File: config.mk
export PLATFORM = sky130hd
export DESIGN_NAME = pm_evt_hub
export DESIGN_NICKNAME = d
export VERILOG_FILES = /design/src/rtl/pm_evt_pkg.sv /design/src/rtl/pm_evt_status.sv /design/src/rtl/pm_evt_smi_gate.sv /design/src/rtl/pm_evt_sci_route.sv /design/src/rtl/pm_evt_hub.sv
export SDC_FILE = /design/constraint.sdc
export NUM_CORES = 1
export LEC_CHECK = 0
export BUFFER_PORTS_ARGS = -buffer_cell sky130_fd_sc_hd__clkbuf_2
export CAP_MARGIN = 20
export CORE_ASPECT_RATIO = 1.75
export CORE_MARGIN = 2
export CORE_UTILIZATION = 25
export CTS_CLUSTER_SIZE = 12
export DETAILED_ROUTE_END_ITERATION = 16
export PLACE_DENSITY = 0.54
export SLEW_MARGIN = 10
export SYNTH_ARGS = -nofsm -noshare
export SYNTH_HDL_FRONTEND = slang
export SYNTH_SLANG_ARGS = --single-unit
File: constraint.sdc
create_clock -name clk -period 4 [get_ports clk]
set_input_delay 0.8 -clock clk [delete_from_list [all_inputs] [get_ports clk]]
set_output_delay 0.8 -clock clk [all_outputs]
set_load 0.03 [all_outputs]
File: src/rtl/pm_evt_pkg.sv
package pm_evt_pkg;

    localparam int LINE_W = 5;

    typedef enum logic [1:0] {
        REG_STS   = 2'd0,
        REG_EN    = 2'd1,
        REG_CTL   = 2'd2,
        REG_ROUTE = 2'd3
    } reg_sel_e;

    // legal SCI destination for the given routing mode
    function automatic logic line_ok(input logic apic, input logic [LINE_W-1:0] line);
        logic legacy_ok;
        logic apic_ok;
        legacy_ok = (line == 5'd9) || (line == 5'd10) || (line == 5'd11);
        apic_ok   = (line >= 5'd20) && (line <= 5'd23);
        return legacy_ok || (apic && apic_ok);
    endfunction

endpackage

File: src/rtl/pm_evt_status.sv
module pm_evt_status #(
    parameter int N = 8
) (
    input  logic         clk,
    input  logic         rst_n,
    input  logic [N-1:0] src_i,
    input  logic [N-1:0] qual_i,
    input  logic [N-1:0] clr_i,
    output logic [N-1:0] sts_o
);

    typedef struct packed {
        logic [N-1:0] prev;
        logic [N-1:0] sts;
    } st_t;

    st_t st_d, st_q;
    logic [N-1:0] set_edge;

    always_comb begin
        st_d = st_q;
        st_d.prev = src_i;
        for (int i = 0; i < N; i++) begin
            set_edge[i]   = src_i[i] & ~st_q.prev[i] & qual_i[i];
            st_d.sts[i]   = set_edge[i] | (st_q.sts[i] & ~clr_i[i]);
        end
    end

    always_ff @(posedge clk or negedge rst_n) begin
        if (!rst_n) st_q <= '0;
        else        st_q <= st_d;
    end

    assign sts_o = st_q.sts;


    sts_hold_chk: assert property (@(posedge clk) disable iff (!rst_n)
        1'b1 |=> ((st_q.sts & $past(st_q.sts & ~clr_i)) == $past(st_q.sts & ~clr_i)));


    edge_wins_chk: assert property (@(posedge clk) disable iff (!rst_n)
        1'b1 |=> ((st_q.sts & $past(src_i & ~st_q.prev & qual_i)) == $past(src_i & ~st_q.prev & qual_i)));


    qual_block_chk: assert property (@(posedge clk) disable iff (!rst_n)
        1'b1 |=> ((st_q.sts & ~$past(st_q.sts) & ~$past(qual_i)) == '0));

endmodule

File: src/rtl/pm_evt_smi_gate.sv
module pm_evt_smi_gate (
    input  logic clk,
    input  logic rst_n,
    input  logic pend_i,
    input  logic arm_i,
    output logic msg_o,
    output logic eos_o
);

    typedef struct packed {
        logic eos;
        logic msg;
    } gate_t;

    gate_t g_d, g_q;
    logic  fire;

    always_comb begin
        g_d   = g_q;
        fire  = g_q.eos & pend_i;
        g_d.msg = fire;
        if (fire)       g_d.eos = 1'b0;
        else if (arm_i) g_d.eos = 1'b1;
    end

    always_ff @(posedge clk or negedge rst_n) begin
        if (!rst_n) g_q <= '{eos: 1'b1, msg: 1'b0};
        else        g_q <= g_d;
    end

    assign msg_o = g_q.msg;
    assign eos_o = g_q.eos;


    smi_single_chk: assert property (@(posedge clk) disable iff (!rst_n)
        msg_o |=> !msg_o);


    smi_eos_drop_chk: assert property (@(posedge clk) disable iff (!rst_n)
        msg_o |-> !eos_o);


    smi_hold_chk: assert property (@(posedge clk) disable iff (!rst_n)
        !eos_o |=> !msg_o);


    smi_fire_chk: assert property (@(posedge clk) disable iff (!rst_n)
        (eos_o && pend_i) |=> msg_o);

endmodule

File: src/rtl/pm_evt_sci_route.sv
module pm_evt_sci_route #(
    parameter logic [31:0]                      SHARED_LINES = 32'h00F0_0000,
    parameter logic [pm_evt_pkg::LINE_W-1:0]    RESET_LINE   = 5'd9
) (
    input  logic                           clk,
    input  logic                           rst_n,
    input  logic                           wr_i,
    input  logic                           apic_i,
    input  logic [pm_evt_pkg::LINE_W-1:0]  line_i,
    input  logic                           sci_i,
    output logic                           apic_o,
    output logic [pm_evt_pkg::LINE_W-1:0]  line_o,
    output logic                           level_o,
    output logic                           pin_o
);
    import pm_evt_pkg::*;

    typedef struct packed {
        logic              apic;
        logic [LINE_W-1:0] line;
        logic              lvl;
    } route_t;

    route_t rt_d, rt_q;

    always_comb begin
        rt_d     = rt_q;
        rt_d.lvl = sci_i;
        if (wr_i && line_ok(apic_i, line_i)) begin
            rt_d.apic = apic_i;
            rt_d.line = line_i;
        end
    end

    always_ff @(posedge clk or negedge rst_n) begin
        if (!rst_n) rt_q <= '{apic: 1'b0, line: RESET_LINE, lvl: 1'b0};
        else        rt_q <= rt_d;
    end

    assign apic_o  = rt_q.apic;
    assign line_o  = rt_q.line;
    assign level_o = rt_q.lvl;
    assign pin_o   = SHARED_LINES[rt_q.line] ? ~rt_q.lvl : rt_q.lvl;


    route_legal_chk: assert property (@(posedge clk) disable iff (!rst_n)
        line_ok(rt_q.apic, rt_q.line));


    route_keep_chk: assert property (@(posedge clk) disable iff (!rst_n)
        (wr_i && !line_ok(apic_i, line_i)) |=> ($stable(rt_q.line) && $stable(rt_q.apic)));

endmodule

File: src/rtl/pm_evt_hub.sv
module pm_evt_hub #(
    parameter int                 N_SRC        = 8,
    parameter int                 DATA_W       = 16,
    parameter logic [N_SRC-1:0]   SCI_CAP      = 8'hE7,
    parameter logic [N_SRC-1:0]   SMI_CAP      = 8'h7B,
    parameter logic [N_SRC-1:0]   SMI_NOGATE   = 8'h02,
    parameter logic [N_SRC-1:0]   WAKE_QUAL    = 8'h20,
    parameter logic [31:0]        SHARED_LINES = 32'h00F0_0000,
    parameter logic [4:0]         RESET_LINE   = 5'd9
) (
    input  logic              clk,
    input  logic              rst_n,
    input  logic [N_SRC-1:0]  src_i,
    input  logic              wr_en,
    input  logic [1:0]        addr,
    input  logic [DATA_W-1:0] wdata,
    output logic [DATA_W-1:0] rdata,
    output logic              smi_msg,
    output logic              sci_level,
    output logic              sci_pin,
    output logic [4:0]        sci_line
);
    import pm_evt_pkg::*;

    localparam int CTL_STEER = 0;
    localparam int CTL_EOS   = 1;
    localparam int RT_APIC   = 8;

    typedef struct packed {
        logic [N_SRC-1:0] en;
        logic             steer;
    } cfg_t;

    cfg_t cfg_d, cfg_q;

    logic [N_SRC-1:0] sts, clr, qual, sci_route, smi_route;
    logic             sci_pend, smi_pend, arm, route_wr, eos, route_apic;
    logic             unused_wdata;
    reg_sel_e         sel;

    assign sel          = reg_sel_e'(addr);
    assign unused_wdata = ^wdata;

    always_comb begin
        cfg_d    = cfg_q;
        clr      = '0;
        arm      = 1'b0;
        route_wr = 1'b0;
        if (wr_en) begin
            case (sel)
                REG_STS:   clr = wdata[N_SRC-1:0];
                REG_EN:    cfg_d.en = wdata[N_SRC-1:0];
                REG_CTL: begin
                    cfg_d.steer = wdata[CTL_STEER];
                    arm         = wdata[CTL_EOS];
                end
                default:   route_wr = 1'b1;
            endcase
        end
        qual      = ~WAKE_QUAL | (cfg_q.en & {N_SRC{~cfg_q.steer}});
        sci_route = SCI_CAP & (~SMI_CAP | {N_SRC{cfg_q.steer}});
        smi_route = SMI_CAP & (~SCI_CAP | {N_SRC{~cfg_q.steer}});
        sci_pend  = |(sts & cfg_q.en & sci_route);
        smi_pend  = |(sts & (cfg_q.en | SMI_NOGATE) & smi_route);
    end

    always_ff @(posedge clk or negedge rst_n) begin
        if (!rst_n) cfg_q <= '0;
        else        cfg_q <= cfg_d;
    end

    pm_evt_status #(.N(N_SRC)) status_i (
        .clk    (clk),
        .rst_n  (rst_n),
        .src_i  (src_i),
        .qual_i (qual),
        .clr_i  (clr),
        .sts_o  (sts)
    );

    pm_evt_smi_gate smi_i (
        .clk    (clk),
        .rst_n  (rst_n),
        .pend_i (smi_pend),
        .arm_i  (arm),
        .msg_o  (smi_msg),
        .eos_o  (eos)
    );

    pm_evt_sci_route #(
        .SHARED_LINES (SHARED_LINES),
        .RESET_LINE   (RESET_LINE)
    ) route_i (
        .clk     (clk),
        .rst_n   (rst_n),
        .wr_i    (route_wr),
        .apic_i  (wdata[RT_APIC]),
        .line_i  (wdata[LINE_W-1:0]),
        .sci_i   (sci_pend),
        .apic_o  (route_apic),
        .line_o  (sci_line),
        .level_o (sci_level),
        .pin_o   (sci_pin)
    );

    always_comb begin
        rdata = '0;
        case (sel)
            REG_STS:   rdata[N_SRC-1:0] = sts;
            REG_EN:    rdata[N_SRC-1:0] = cfg_q.en;
            REG_CTL: begin
                rdata[CTL_STEER] = cfg_q.steer;
                rdata[CTL_EOS]   = eos;
            end
            default: begin
                rdata[RT_APIC]       = route_apic;
                rdata[LINE_W-1:0]    = sci_line;
            end
        endcase
    end

endmodule

Word level (Yosys, flattened, before mapping)
Memories as Yosys holds them, arrays and structs flattened.
Index checks and enable logic that the tools add are counted.
- bits in registers: 34
- ROM bits: 32
- memories: 1
- input bits: 29
- word-level logic and storage cells: 94
- output and inout port bits: 24
- bitwise operators: 49
- reductions and logical operators: 13
- $lt $le $gt $ge: 3
- equality and inequality tests: 5
- muxes and demuxes: 14
- memories (memory ; words ; bits a word ; read ports ; clocked after memory_dff ; write ports ; RTL line ; text):
    (name not given) ; 32 ; 1 ; 1 ; 0 ; 0 ; pm_evt_sci_route.sv:43 ; assign pin_o = SHARED_LINES[rt_q.line] ? ~rt_q.lvl : rt_q.lvl;
- operators with widths (operator ; count):
    $and 8x8->8 ; 3
    $and 1x1->1 ; 18
    $not 1->1 ; 18
    $mux 8 ; 2
    $reduce_or 8->1 ; 2
    $eq 5x4->1 const B ; 3
    $mux 1 ; 9
    $pmux 3 s3 ; 1
    $and 8x7->8 ; 1
    $or 1x1->1 ; 8
    $and 6x6->6 ; 1
    $lt 5x6->1 const B ; 1
    $pmux 2 s3 ; 1
    $pmux 3 s2 ; 1
    $ge 5x5->1 const B ; 1
    $le 5x5->1 const B ; 1
    $reduce_and 2->1 ; 2
    $logic_and 1x1->1 ; 3
    $logic_or 1x1->1 ; 3
    $reduce_or 3->1 ; 1
    $eq 2x1->1 const B ; 1
    $eq 2x2->1 const B ; 1
    $logic_not 2->1 ; 1
    $reduce_bool 2->1 ; 1

Longest topological paths before layout
- word-level depth: 6
- mapped depth: 6
- mapped depth without buffers: 4

Modules after synthesis
A second synthesis with hierarchy kept.
- cells, all modules: 147
- area total of the unflattened synthesis: 1735.4 um^2
- by module, submodules not included (module ; area an instance (um^2) ; cells each ; instances ; sequential area each (um^2)):
    pm_evt_hub ; 726.9 ; 71 ; 1 ; 225.2
    pm_evt_status ; 620.6 ; 48 ; 1 ; 400.4
    pm_evt_sci_route ; 315.3 ; 23 ; 1 ; 177.7
    pm_evt_smi_gate ; 72.6 ; 5 ; 1 ; 51.3

Worst setup path after synthesis
Ideal clock, no wire load.
- kind: input-to-output
- start: input port addr[0]
- end: output port rdata[0]
- required time: 3200 ps
- cell stages on the path: 2
- arrival time: 1658 ps
- buffers on the path: 1
- slack: 1542 ps
- path through: buf_2 -> mux4_1
- cells in the longest elaborated chain, start to end: 2
- elaborated cells between the ends (all ways): 4
- those cells by class: 2 x eq/ne; 1 x mux; 1 x reduce/logical
- RTL lines (element ; RTL line ; text):
    from (decl) ; pm_evt_hub.sv:15 ; input logic [1:0] addr,
    $eq 2x2->1, or another cell as far along ; pm_evt_hub.sv:108 ; case (sel)
    $pmux 2 s3 * ; pm_evt_hub.sv:108 ;
    to (decl) ; pm_evt_hub.sv:17 ; output logic [DATA_W-1:0] rdata,
Mark *: on every way between the ends. The rest lies on a longest branch, timed or not.

Final worst setup path
Same ends and word-level chain as after synthesis.

==> qor.csv <==
stage;metric;value;unit
clocking;clk_transition_reported_paths;60;ps
yosys;synth-seq-area-share;55.0;%
sta;skew;8.03;ps
power;vdd_drop_max;0.246;mV
sta;final-setup-viol-count;0;
floorplanning;floorplan.die.height;108;microns
drt;dr.first_iter.drc_count;39;
drt;routed-wl-met2;1.82;mm
grt;grt_first_pass_wirelength;5.58;mm
drt;routedLengthMet1;1.32;mm
layout;post-route-cell-area;0.00188;sq mm
clocking;worstSkewPairLatency;280;ps
sta;setup_ws_post_layout;1240;ps
floorplanning;floorplan_row_count;38;
sta;fin_hold_ws;416;ps
grt;globalRoute.totalOverflow;0;
yosys;number_of_synthesized_flops_with_an_enable_pin;0;
sta;max_slew.worst_pin.slew;837;ps
worst_hold_path;timing.hold.worst_path_depth;1;
clocking;cts_setup_buffers;0;
sta;fin_crit;2760;ps
drt;routed_wirelength;3.41;mm
yosys;ys_top_cells_by_count;sky130_fd_sc_hd__dfrtp_1 (31), sky130_fd_sc_hd__nand2_1 (18), sky130_fd_sc_hd__mux2_2 (16);
worst_setup_path;regToRegStartpoint;status_i.sts_o[0]$_DFF_PN0_;
yosys;synth_top_area_share;50.0;%
layout;num_antenna_cells;0;
layout;fillers;668;
clocking;htree_num_levels;2;
job;max_cap_violations;0;
grt;first_global_vias;1135;
yosys;yosys.area_share.adder;0;%
yosys;ys_types;32;
drt;detail_route.first_pass.iterations;4;
yosys;synth_simple_gate_area_share;10.6;%
grt;antenna_found_initial;0;
sta;rsz_0062_raised_after_global_routing;false;
run_status;status;finished clean;
yosys;synth_warnings;0;
clocking;cts.hold.buffers_added;0;
placement;gp_congestion;0.743;
floorplanning;design.die.area;0.00688;sq mm
drt;route.met3.wl;160;microns
sta;report.final.hold_viol_count;0;
drt;post_drt_wl_per_cell;13.5;microns
clocking;cts.sink_count;34;
power;post-layout-total-power;936;uW
worst_setup_path;crit_type;input port to primary output;
clocking;ctsLongestPathBuffers;2;
yosys;synth_xor_xnor_area_share;0.564;%
yosys;synthesis.area_per_instance;11.9;sq um
yosys;combinational_family_with_the_most_area_after_synthesis;multiplexers;
sta;sum_of_negative_setup_slack;0;ps
layout;area_delta_synth_final;21.2;%
placement;count_of_port_buffers_added_during_placement;38;
placement;dp_hpwl;2.63;mm
sta;max_slew_margin;44.2;%
worst_setup_path;worstPathRequired;3200;ps
sta;drv_slew;0;
yosys;synth_compound_gate_area_share;9.51;%
worst_setup_path;worst-r2r-setup-slack;2480;ps
placement;place_worst_setup_slack;1230;ps
placement;placed_area;0.00179;sq mm
worst_setup_path;critPathLaunchType;input port;
worst_hold_path;min_delay_worst_endpoint;status_i.sts_o[0]$_DFF_PN0_;
drt;drc_errors;0;
drt;via_per_inst;4.42;
yosys;ys_seq_elements;34;
drt;drt.antenna.violating_nets;0;
layout;sequential_cell_area;855;sq um
layout;area_occupied_by_multi_input_gates;606;sq um
floorplanning;initial_core_utilization;25.5;%
yosys;synth_area_leaders;sky130_fd_sc_hd__dfrtp_1 (50%), sky130_fd_sc_hd__mux2_2 (12%), sky130_fd_sc_hd__dfstp_2 (5.1%), sky130_fd_sc_hd__nand2_1 (4.4%), sky130_fd_sc_hd__buf_4 (3.4%);
floorplanning;die-width;63.6;microns
worst_setup_path;crit_fanout;14;
clocking;clock_tree.root_cell;sky130_fd_sc_hd__clkbuf_8;
worst_setup_path;crit_arrival;1960;ps
worst_hold_path;startpoint_of_the_worst_hold_path;status_i.st_q[8]$_DFF_PN0_;
clocking;post_cts_resized;0;
yosys;postSynth.asyncResetShare;100;%
layout;num-nets-final;201;
yosys;yosysMostFrequentCell;sky130_fd_sc_hd__dfrtp_1;
yosys;postSynth.topFlopCell;sky130_fd_sc_hd__dfrtp_1;
yosys;postSynthCellCount;131;
drt;routed-via-count;1117;
sta;part_of_the_cycle_the_worst_path_needs;68.9;%
grt;grt_util_all_layers;10.8;%
worst_setup_path;timing.critical_path.to_type;primary output;
worst_setup_path;worst-r2r-cell-count;4;
grt;grt_max_degree;35;
worst_hold_path;hp-class;register to register;
power;cellPowerDensity;497;mW/mm^2
clocking;numCtsBuffers;5;
layout;final_layout_size_suffix_gt1_share;39.3;%
drt;route.top_layer_used;met4;
worst_setup_path;r2r_path_end;smi_i.eos_o$_DFFE_PN1P_;
floorplanning;placeableCoreArea;0.00609;sq mm
sta;fmax;0.363;GHz
yosys;synthMuxAreaShare;16.7;%
power;cellLeakagePower;0.911;nW
yosys;yosys.area.top_type;sky130_fd_sc_hd__dfrtp_1;
clocking;tritoncts;yes;
floorplanning;ios;53;
yosys;synth_area;0.00155;sq mm
-- cell families after synthesis --
group                     count (synthesis)
other                                     1
muxes                                    21
AOI/OAI and AO/OA                        20
buffers and inverters                    21
DFF                                      34
xor gates and xnor gates                  1
and+or+nand+nor                          33
-- worst max-delay path: stages --
cell                       delay [ps]
sky130_fd_sc_hd__clkbuf_2         330
sky130_fd_sc_hd__mux4_1           620
sky130_fd_sc_hd__clkbuf_2         200
-- per-stage QoR --
| stage | util (%) | instances |
|---|---|---|
| 6_report | 30.9 | 253 |
| 5_1_grt | 30.9 | 253 |
| 4_1_cts | 30.9 | 253 |
| 3_5_place_dp | 29.4 | 245 |
| 3_3_place_gp | 29.4 | 245 |
| 2_1_floorplan | - | 137 |
-- state kept, by name, summed over array words and instances, names as in the netlist --
signal	count
route_i.line_o	5
status_i.st_q	8
smi_i.msg_o	1
smi_i.eos_o	1
route_i.apic_o	1
status_i.sts_o	8
route_i.level_o	1
cfg_q	9
-- routing by layer --
| metal | GRT usage, % | up-vias |
|---|---|---|
| met5 | 0 | - |
| met4 | 6.52 | 0 |
| met3 | 3.23 | 8 |
| met2 | 18.3 | 34 |
| met1 | 11.9 | 549 |
| li1 | - | 526 |
-- final cells by class --
type                            instances  area share (%)
Clock buffer                            8            4.79
Inverter                               11            2.19
Multi-Input combinational cell         82            32.2
Sequential cell                        34            45.4
Tap cell                               80            5.32
Timing Repair Buffer                   38            10.1
-- where the power goes --
group / leakage, nW / total (mW) / internal (mW) / switching [mW]
clock network: 0.0455 / 0.254 / 0.140 / 0.114
logic: 0.481 / 0.241 / 0.0908 / 0.150
registers: 0.385 / 0.440 / 0.399 / 0.0415
total: 0.911 / 0.936 / 0.630 / 0.306
-- how the worst max path moves through the flow --
stage	startpoint	slack (ps)	cells after the start	to
floorplan	addr[0]	1540	2	rdata[0]
global placement	addr[0]	1230	3	rdata[0]
detailed placement	addr[0]	1230	3	rdata[0]
CTS	addr[0]	1230	3	rdata[0]
global route	addr[0]	1210	3	rdata[0]
finish	addr[0]	1240	3	rdata[0]
-- cell usage in the layout (no fill, tap or decap), types with 3 or more instances in the layout --
cell,instances
sky130_fd_sc_hd__clkbuf_2,38
sky130_fd_sc_hd__dfrtp_1,31
sky130_fd_sc_hd__nand2_1,18
sky130_fd_sc_hd__mux2_2,16
sky130_fd_sc_hd__inv_1,11
sky130_fd_sc_hd__o21ai_0,7
sky130_fd_sc_hd__conb_1,7
sky130_fd_sc_hd__nor2_1,6
sky130_fd_sc_hd__clkbuf_8,6
sky130_fd_sc_hd__a22o_1,3
sky130_fd_sc_hd__mux2i_1,3
sky130_fd_sc_hd__dfstp_2,3
No activity file was read; power rests on OpenSTA's default activity.
